<file path="config.mk">
export PLATFORM = sky130hd
export DESIGN_NAME = chain_reg_reader
export DESIGN_NICKNAME = d
export VERILOG_FILES = /design/src/rtl/chain_rd_pkg.sv /design/src/rtl/chain_rd_engine.sv /design/src/rtl/chain_rd_ctrl.sv /design/src/rtl/chain_rd_results.sv /design/src/rtl/chain_reg_reader.sv
export SDC_FILE = /design/constraint.sdc
export NUM_CORES = 1
export LEC_CHECK = 0
export CAP_MARGIN = 30
export CORE_MARGIN = 4
export CORE_UTILIZATION = 40
export CTS_CLUSTER_SIZE = 40
export DETAILED_ROUTE_END_ITERATION = 7
export PLACE_DENSITY_LB_ADDON = 0.05
export SKIP_LAST_GASP = 1
export SLEW_MARGIN = 20
export SYNTH_ARGS = -nofsm -noshare
export SYNTH_HDL_FRONTEND = slang
export SYNTH_SLANG_ARGS = --single-unit
</file>
<file path="constraint.sdc">
create_clock -name clk_i -period 2.7 [get_ports clk_i]
set_input_delay 0.675 -clock clk_i [delete_from_list [all_inputs] [get_ports clk_i]]
set_output_delay 0.675 -clock clk_i [all_outputs]
set_load 0.02 [all_outputs]
</file>
<file path="src/rtl/chain_rd_pkg.sv">
package chain_rd_pkg;
  localparam int unsigned FRAME_W = 24;
  localparam logic [7:0] RD_CMD   = 8'hFE;

  typedef enum logic [1:0] {
    PASS_PAGE = 2'd0,
    PASS_RDEN = 2'd1,
    PASS_ADDR = 2'd2,
    PASS_READ = 2'd3
  } pass_e;

  function automatic logic [FRAME_W-1:0] pass_word(
    input pass_e      pass,
    input logic [7:0] page_reg,
    input logic [7:0] rden_reg,
    input logic [7:0] bank,
    input logic [7:0] addr
  );
    unique case (pass)
      PASS_PAGE: pass_word = {page_reg, 8'h00, bank};
      PASS_RDEN: pass_word = {rden_reg, 16'h0000};
      PASS_ADDR: pass_word = {RD_CMD, 8'h00, addr};
      default:   pass_word = {FRAME_W{1'b1}};
    endcase
  endfunction
endpackage

</file>
<file path="src/rtl/chain_rd_engine.sv">
module chain_rd_engine #(
  parameter int unsigned HALF_DIV = 2,
  parameter int unsigned GAP_SCLK = 2,
  parameter int unsigned LEN_W    = 3,
  parameter int unsigned FRAME_W  = 24
) (
  input  logic               clk_i,
  input  logic               rst_ni,
  input  logic               go_i,
  input  logic [FRAME_W-1:0] word_i,
  input  logic [LEN_W-1:0]   last_i,
  input  logic               miso_i,
  output logic               sclk_o,
  output logic               cs_n_o,
  output logic               mosi_o,
  output logic               rx_valid_o,
  output logic [FRAME_W-1:0] rx_word_o,
  output logic [LEN_W-1:0]   rx_idx_o,
  output logic               pass_done_o
);
  localparam int unsigned CNT_W      = (HALF_DIV > 1) ? $clog2(HALF_DIV) : 1;
  localparam int unsigned BIT_W      = $clog2(FRAME_W);
  localparam int unsigned GAP_HALVES = 2 * GAP_SCLK;
  localparam int unsigned GAP_W      = (GAP_HALVES > 1) ? $clog2(GAP_HALVES) : 1;

  typedef enum logic [2:0] {E_IDLE, E_LOW, E_HIGH, E_TAIL, E_GAP} eng_e;

  eng_e               state_q;
  logic [CNT_W-1:0]   cnt_q;
  logic [BIT_W-1:0]   bit_q;
  logic [LEN_W-1:0]   word_q;
  logic [FRAME_W-1:0] tx_q, rx_q;
  logic [GAP_W-1:0]   gap_q;
  logic               sclk_q, cs_n_q, rx_valid_q, done_q;
  logic [LEN_W-1:0]   rx_idx_q;
  logic               tick;

  assign tick = (cnt_q == CNT_W'(HALF_DIV - 1));

  always_ff @(posedge clk_i or negedge rst_ni) begin
    if (!rst_ni) begin
      state_q    <= E_IDLE;
      cnt_q      <= '0;
      bit_q      <= '0;
      word_q     <= '0;
      tx_q       <= '0;
      rx_q       <= '0;
      gap_q      <= '0;
      sclk_q     <= 1'b0;
      cs_n_q     <= 1'b1;
      rx_valid_q <= 1'b0;
      rx_idx_q   <= '0;
      done_q     <= 1'b0;
    end else begin
      rx_valid_q <= 1'b0;
      done_q     <= 1'b0;
      if (state_q == E_IDLE) cnt_q <= '0;
      else                   cnt_q <= tick ? '0 : cnt_q + 1'b1;
      unique case (state_q)
        E_IDLE: if (go_i) begin
          cs_n_q  <= 1'b0;
          tx_q    <= word_i;
          bit_q   <= '0;
          word_q  <= '0;
          state_q <= E_LOW;
        end
        E_LOW: if (tick) begin
          sclk_q  <= 1'b1;
          rx_q    <= {rx_q[FRAME_W-2:0], miso_i};
          state_q <= E_HIGH;
        end
        E_HIGH: if (tick) begin
          sclk_q <= 1'b0;
          if (bit_q == BIT_W'(FRAME_W - 1)) begin
            rx_valid_q <= 1'b1;
            rx_idx_q   <= word_q;
            bit_q      <= '0;
            if (word_q == last_i) begin
              state_q <= E_TAIL;
            end else begin
              word_q  <= word_q + 1'b1;
              tx_q    <= word_i;
              state_q <= E_LOW;
            end
          end else begin
            bit_q   <= bit_q + 1'b1;
            tx_q    <= {tx_q[FRAME_W-2:0], 1'b0};
            state_q <= E_LOW;
          end
        end
        E_TAIL: if (tick) begin
          cs_n_q  <= 1'b1;
          gap_q   <= '0;
          state_q <= E_GAP;
        end
        E_GAP: if (tick) begin
          if (gap_q == GAP_W'(GAP_HALVES - 1)) begin
            done_q  <= 1'b1;
            state_q <= E_IDLE;
          end else begin
            gap_q <= gap_q + 1'b1;
          end
        end
        default: state_q <= E_IDLE;
      endcase
    end
  end

  assign sclk_o      = sclk_q;
  assign cs_n_o      = cs_n_q;
  assign mosi_o      = tx_q[FRAME_W-1];
  assign rx_valid_o  = rx_valid_q;
  assign rx_word_o   = rx_q;
  assign rx_idx_o    = rx_idx_q;
  assign pass_done_o = done_q;
endmodule

</file>
<file path="src/rtl/chain_rd_ctrl.sv">
module chain_rd_ctrl
  import chain_rd_pkg::*;
#(
  parameter int unsigned LEN_W    = 3,
  parameter logic [7:0]  PAGE_REG = 8'h04,
  parameter logic [7:0]  RDEN_REG = 8'h01
) (
  input  logic               clk_i,
  input  logic               rst_ni,
  input  logic               start_i,
  input  logic [7:0]         bank_i,
  input  logic [7:0]         addr_i,
  input  logic [LEN_W-1:0]   len_i,
  input  logic               pass_done_i,
  input  logic               rx_valid_i,
  output logic               go_o,
  output logic [FRAME_W-1:0] word_o,
  output logic [LEN_W-1:0]   last_o,
  output logic               clear_o,
  output logic               store_o,
  output logic [7:0]         req_addr_o,
  output logic               busy_o,
  output logic               done_o
);
  typedef enum logic [1:0] {S_IDLE, S_LAUNCH, S_WAIT, S_DONE} seq_e;

  seq_e             state_q;
  pass_e            pass_q;
  logic [7:0]       bank_q, addr_q;
  logic [LEN_W-1:0] len_q;

  always_ff @(posedge clk_i or negedge rst_ni) begin
    if (!rst_ni) begin
      state_q <= S_IDLE;
      pass_q  <= PASS_PAGE;
      bank_q  <= '0;
      addr_q  <= '0;
      len_q   <= '0;
    end else begin
      unique case (state_q)
        S_IDLE: if (start_i) begin
          bank_q  <= bank_i;
          addr_q  <= addr_i;
          len_q   <= len_i;
          pass_q  <= PASS_PAGE;
          state_q <= S_LAUNCH;
        end
        S_LAUNCH: state_q <= S_WAIT;
        S_WAIT: if (pass_done_i) begin
          if (pass_q == PASS_READ) begin
            state_q <= S_DONE;
          end else begin
            pass_q  <= pass_e'(pass_q + 2'd1);
            state_q <= S_LAUNCH;
          end
        end
        default: state_q <= S_IDLE;
      endcase
    end
  end

  assign go_o       = (state_q == S_LAUNCH);
  assign word_o     = pass_word(pass_q, PAGE_REG, RDEN_REG, bank_q, addr_q);
  assign last_o     = len_q;
  assign clear_o    = (state_q == S_IDLE) && start_i;
  assign store_o    = rx_valid_i && (pass_q == PASS_READ) && (state_q == S_WAIT);
  assign req_addr_o = addr_q;
  assign busy_o     = (state_q != S_IDLE);
  assign done_o     = (state_q == S_DONE);
endmodule

</file>
<file path="src/rtl/chain_rd_results.sv">
module chain_rd_results #(
  parameter int unsigned N_MAX   = 8,
  parameter int unsigned LEN_W   = 3,
  parameter int unsigned FRAME_W = 24
) (
  input  logic                clk_i,
  input  logic                rst_ni,
  input  logic                clear_i,
  input  logic                wr_i,
  input  logic [LEN_W-1:0]    idx_i,
  input  logic [FRAME_W-1:0]  word_i,
  input  logic [7:0]          req_addr_i,
  output logic [N_MAX*8-1:0]  echo_addr_o,
  output logic [N_MAX*16-1:0] rd_data_o,
  output logic [N_MAX-1:0]    mismatch_o
);
  for (genvar g = 0; g < N_MAX; g++) begin : g_slot
    logic [7:0]  echo_q;
    logic [15:0] data_q;
    logic        miss_q;
    logic        hit;

    assign hit = wr_i && (idx_i == LEN_W'(g));

    always_ff @(posedge clk_i or negedge rst_ni) begin
      if (!rst_ni) begin
        echo_q <= '0;
        data_q <= '0;
        miss_q <= 1'b0;
      end else if (clear_i) begin
        echo_q <= '0;
        data_q <= '0;
        miss_q <= 1'b0;
      end else if (hit) begin
        echo_q <= word_i[23:16];
        data_q <= word_i[15:0];
        miss_q <= (word_i[23:16] != req_addr_i);
      end
    end

    assign echo_addr_o[g*8 +: 8]  = echo_q;
    assign rd_data_o[g*16 +: 16]  = data_q;
    assign mismatch_o[g]          = miss_q;
  end
endmodule

</file>
<file path="src/rtl/chain_reg_reader.sv">
module chain_reg_reader
  import chain_rd_pkg::*;
#(
  parameter int unsigned N_MAX    = 8,
  parameter int unsigned HALF_DIV = 2,
  parameter int unsigned GAP_SCLK = 2,
  parameter logic [7:0]  PAGE_REG = 8'h04,
  parameter logic [7:0]  RDEN_REG = 8'h01,
  localparam int unsigned LEN_W   = (N_MAX > 1) ? $clog2(N_MAX) : 1
) (
  input  logic                clk_i,
  input  logic                rst_ni,
  input  logic                start_i,
  input  logic [7:0]          bank_i,
  input  logic [7:0]          addr_i,
  input  logic [LEN_W-1:0]    len_i,
  output logic                busy_o,
  output logic                done_o,
  output logic [N_MAX*8-1:0]  echo_addr_o,
  output logic [N_MAX*16-1:0] rd_data_o,
  output logic [N_MAX-1:0]    mismatch_o,
  output logic                sclk_o,
  output logic                cs_n_o,
  output logic                mosi_o,
  input  logic                miso_i
);
  logic               go, pass_done, rx_valid, clear, store;
  logic [FRAME_W-1:0] word, rx_word;
  logic [LEN_W-1:0]   last, rx_idx;
  logic [7:0]         req_addr;

  chain_rd_ctrl #(
    .LEN_W(LEN_W), .PAGE_REG(PAGE_REG), .RDEN_REG(RDEN_REG)
  ) u_ctrl (
    .clk_i, .rst_ni, .start_i, .bank_i, .addr_i, .len_i,
    .pass_done_i(pass_done), .rx_valid_i(rx_valid),
    .go_o(go), .word_o(word), .last_o(last), .clear_o(clear),
    .store_o(store), .req_addr_o(req_addr), .busy_o, .done_o
  );

  chain_rd_engine #(
    .HALF_DIV(HALF_DIV), .GAP_SCLK(GAP_SCLK), .LEN_W(LEN_W), .FRAME_W(FRAME_W)
  ) u_engine (
    .clk_i, .rst_ni, .go_i(go), .word_i(word), .last_i(last), .miso_i,
    .sclk_o, .cs_n_o, .mosi_o,
    .rx_valid_o(rx_valid), .rx_word_o(rx_word), .rx_idx_o(rx_idx),
    .pass_done_o(pass_done)
  );

  chain_rd_results #(
    .N_MAX(N_MAX), .LEN_W(LEN_W), .FRAME_W(FRAME_W)
  ) u_results (
    .clk_i, .rst_ni, .clear_i(clear), .wr_i(store), .idx_i(rx_idx),
    .word_i(rx_word), .req_addr_i(req_addr),
    .echo_addr_o, .rd_data_o, .mismatch_o
  );
endmodule

</file>
==> summary.md, run 1 <==
| Metric | Value |
|---|---|
| Status | finished clean |
| Met3 Track Usage GR | 0.0575 |
| Routed Antenna Nets | 0 |
| Setup Buffers After CTS | 0 |
| Final Core Density | 0.540 |
| Die Wd | 183 um |
| Post-synthesis cell area | 0.0123 sq mm |
| Fin crit period | 2.50 ns |
| Skew-Pair Late Insertion Delay | 0.50 ns |
| Hold WC Path Type | input pin to async pin |
| Synth cell count leaders | 398 x nand2_1, 291 x dfrtp_1, 209 x a21oi_1 |
| CP Max Fanout | 8 |
| Power Dens Cells | 756 mW/mm^2 |
| WP buf/inv | 1 |
| CTS tree | done |
| Leak Pwr | 6.82 nW |
| Port Buffers | 227 |
| Post-Synth Adder-Cell Area | 0.00917 |
| Crit. End Element | output port |
| Sequential cell area | 0.00731 sq mm |
| Grt ovf | 0 |
| DR pass1 iterations | 5 |
| Cells after Synth | 1261 |
| Synth Warn # | 0 |
| Via count | 9646 |
| Synthesized flop and latch total | 292 |
| Initial Util | 0.410 |
| Synth Net Count | 1293 |
| Biggest area consumer among synthesized cells | dfrtp_1 |
| Endpoints failing hold | 0 |
| Crit path launch type | flip-flop |
| Vias per cell | 5.19 |
| Measured slew at the worst slew-check pin | 0.683 ns |
| Final #Nets | 1477 |
| Final setup viols | 0 |
| GP Congestion | 0.784 |
| Worst-case clock buffer depth | 3 |
| Clock sink count | 292 |
| Placed Cells incl. Taps | 1799 |
| Count leader, synth | nand2_1 |
| Max-cap violations | 0 |
| Main synth FF type | dfrtp_1 |
| Crit Path Category | flip-flop to output port |
| Compound-cell area share of the yosys netlist | 0.115 |
| Core area | 0.0300 sq mm |
| Antenna violations before repair | 0 |
| Post-synthesis xor/xnor area fraction | 0.00784 |
| Slowest stage cell, crit path | clkdlybuf4s50_1 |
| Clk root buf | clkbuf_16 |
| Crit-path max cell delay | 0.54 ns |
| Drt total wl | 36600 um |
| Ports | 228 |
| Die Y | 183 um |
| Post-synthesis simple-gate area fraction | 0.161 |
| # rows | 63 |
| Largest family of logic cells by synthesized area | simple AND/OR/NAND/NOR gates |
| GRT busiest layer | met2 |
| Max IR drop VDD | 434 uV |
| Tot GR Track Use | 0.216 |
| Clock Skew | 0.0149 ns |
| Synthesis-to-layout area growth | 31.7% |
| Fillers | 2682 |
| Detailed Route Iter0 Violations | 775 |
| Wirelength per Cell | 19.7 um |
| Die ar. | 0.0336 sq mm |
| First-pass GRT wire length | 57500 um |
| Post-synthesis mux area share | 0.0651 |
| Met2 Use GR | 0.333 |
| Period utilisation layout | 0.927 |
| Number of global-route vias before repair | 9728 |
| CTS-repair resized insts | 0 |
| Worst relative slew slack | 0.545 |
| Synth area leaders | dfrtp_1 59%, nand2_1 12%, a21oi_1 8.5%, mux2_2 5.0%, clkbuf_1 2.7% |
| N_diodes | 0 |
| Detail Placement HPWL | 23800 um |
| Footprint of the multi-input gates | 0.00446 sq mm |
| Distinct cells, synth | 47 |
| Maximum clock frequency | 0.399 GHz |
| Synth async-reset ratio | 1.00 |
| Cts hold-fix bufs | 0 |
| Fin. max-slew vios | 0 |
| Cell breakdown of the critical path | or2_2 -> clkdlybuf4s50_1 |
| Number of remaining DRC errors | 0 |
| Clock slew at reported path FFs | 0.06 ns |
| Largest net degree at the start of global routing | 120 |
| Layout cells sized above 1 | 0.111 |
| Setup TNS | 0 ns |
| Total power | 0.0122 W |
| Post-synth EDFFs | 0 |
| Crit path DAT | 1.83 ns |
| Num CTS Buffers | 34 |
| Worst Path Required | 2.03 ns |
| Post-synthesis sequential area ratio | 0.595 |
| Grt met1 use | 0.306 |
| H-tree levels | 2 |
| Post-synth top area share | 0.593 |
| Top delay family on crit path | buffers and inverters |
| Layout Cells excl Fill | 1859 |
| Syn Area/Cell | 9.74 sq um |
| RSZ-0062 raised after global routing | no |
## per-stage QoR
step | cell area (sq um) | setup WS [ns] | hold WS (ns)
6_report | 16200 | 0.197 | 0.0941
5_1_grt | 16200 | 0.135 | 0.127
4_1_cts | 16200 | 0.170 | 0.104
3_5_place_dp | 15000 | 0.371 | 0.480
3_3_place_gp | 15000 | 0.395 | 0.473
2_1_floorplan | 12300 | 0.700 | 0.379
## routing by layer
metal	up-vias	wire [um]
met5	-	0
met4	0	730
met3	43	2480
met2	252	16700
met1	4835	16700
li1	4516	-
## worst reg2reg max path: stages (launching register included)
cell and delay [ns]:
dfrtp_1 0.47, ha_1 0.25, nand4b_1 0.12, buf_4 0.24
or3_1 0.62, buf_12 0.26, nand2_1 0.08, a21oi_1 0.06
## final timing paths
kind | start | end | slack [ns] | depth (start not counted)
max | u_ctrl.state_q[0]$_DFFE_PN0P_ | busy_o | 0.20 | 2
max reg2reg | u_ctrl.pass_q[0]$_DFFE_PN0P_ | u_results.g_slot[5].data_q[2]$_DFFE_PN0P_ | 0.46 | 7
min | rst_ni | u_engine.tx_q[21]$_DFFE_PN0P_ | 0.09 | 1
max in group asynchronous | rst_ni | u_results.g_slot[6].data_q[2]$_DFFE_PN0P_ | 1.74 | 2
min reg2reg | u_engine.cs_n_o$_DFFE_PN1P_ | u_engine.cs_n_o$_DFFE_PN1P_ | 0.49 | 2
min in group clk_i | u_engine.cs_n_o$_DFFE_PN1P_ | u_engine.cs_n_o$_DFFE_PN1P_ | 0.49 | 2
## where the power goes
group          switching [W]  total [W]  internal (W)
Sequential          0.000626    0.00544       0.00482
Combinational        0.00114    0.00207      0.000934
Clock                0.00180    0.00473       0.00293
Total                0.00356     0.0122       0.00868
## layout make-up
cell class                      instances  share of cell area
Clock inverter                          8             0.00595
Tap cell                              390              0.0302
Timing Repair Buffer                  264               0.165
Sequential cell                       292               0.452
Multi-Input combinational cell        829               0.276
Clock buffer                           52              0.0663
Inverter                               24             0.00557
## layout by cell type, fill, tap and decap left out, types with 3 or more instances in the layout
| cell | netlist | final |
|---|---|---|
| or3_1 | 6 | 6 |
| a211oi_1 | 8 | 8 |
| dfrtp_1 | 291 | 291 |
| nand3_1 | 8 | 8 |
| a22o_1 | 3 | 3 |
| a221oi_1 | 8 | 8 |
| clkbuf_1 | 89 | 6 |
| clkinv_2 | 0 | 5 |
| clkdlybuf4s50_1 | 0 | 226 |
| mux2_2 | 55 | 55 |
| mux2i_1 | 18 | 18 |
| a21oi_1 | 209 | 209 |
| clkbuf_8 | 0 | 9 |
| or4_1 | 3 | 3 |
| buf_4 | 10 | 28 |
| ha_1 | 9 | 9 |
| and2_1 | 4 | 4 |
| nand2b_1 | 4 | 4 |
| xnor2_1 | 11 | 11 |
| a211o_1 | 3 | 3 |
| nand4_1 | 3 | 3 |
| inv_1 | 23 | 23 |
| o21ai_0 | 24 | 24 |
| nor2_1 | 17 | 17 |
| clkbuf_16 | 0 | 37 |
| buf_12 | 0 | 9 |
| nand2_1 | 398 | 398 |
| nor3_4 | 0 | 6 |
## state kept, by name, indices dropped and copies added, names as in the netlist
name / cells
u_results.g_slot.miss_q: 8
u_engine.state_q: 3
u_results.g_slot.echo_q: 64
u_engine.rx_word_o: 24
u_engine.rx_idx_o: 3
u_engine.tx_q: 24
u_ctrl.pass_q: 2
u_engine.cnt_q: 1
u_results.g_slot.data_q: 128
u_engine.word_q: 3
u_engine.rx_valid_o: 1
u_ctrl.state_q: 2
u_ctrl.req_addr_o: 8
u_ctrl.bank_q: 8
u_engine.pass_done_o: 1
u_engine.bit_q: 5
u_ctrl.last_o: 3
u_engine.cs_n_o: 1
u_engine.sclk_o: 1
u_engine.gap_q: 2
## logic make-up (layout without fill, tap and decap cells)
kind of cell	after synthesis	in the layout
and+or+nand+nor	472	472
DFF	292	292
AOI/OAI and AO/OA	264	264
buffers and inverters	140	348
muxes	73	73
xor gates and xnor gates	11	11
adders and majority gates	9	9
Power figures use the tool's default switching activity.
==> inputs of run 2 (changes only) <==
--- a/config.mk
+++ b/config.mk
@@ -12,7 +12,7 @@
 export DETAILED_ROUTE_END_ITERATION = 7
 export PLACE_DENSITY_LB_ADDON = 0.05
 export SKIP_LAST_GASP = 1
-export SLEW_MARGIN = 20
+export SLEW_MARGIN = 10
 export SYNTH_ARGS = -nofsm -noshare
 export SYNTH_HDL_FRONTEND = slang
 export SYNTH_SLANG_ARGS = --single-unit
==> results of run 2 <==
Same layout as run 1: the final DEF is identical, and so are final timing and power.
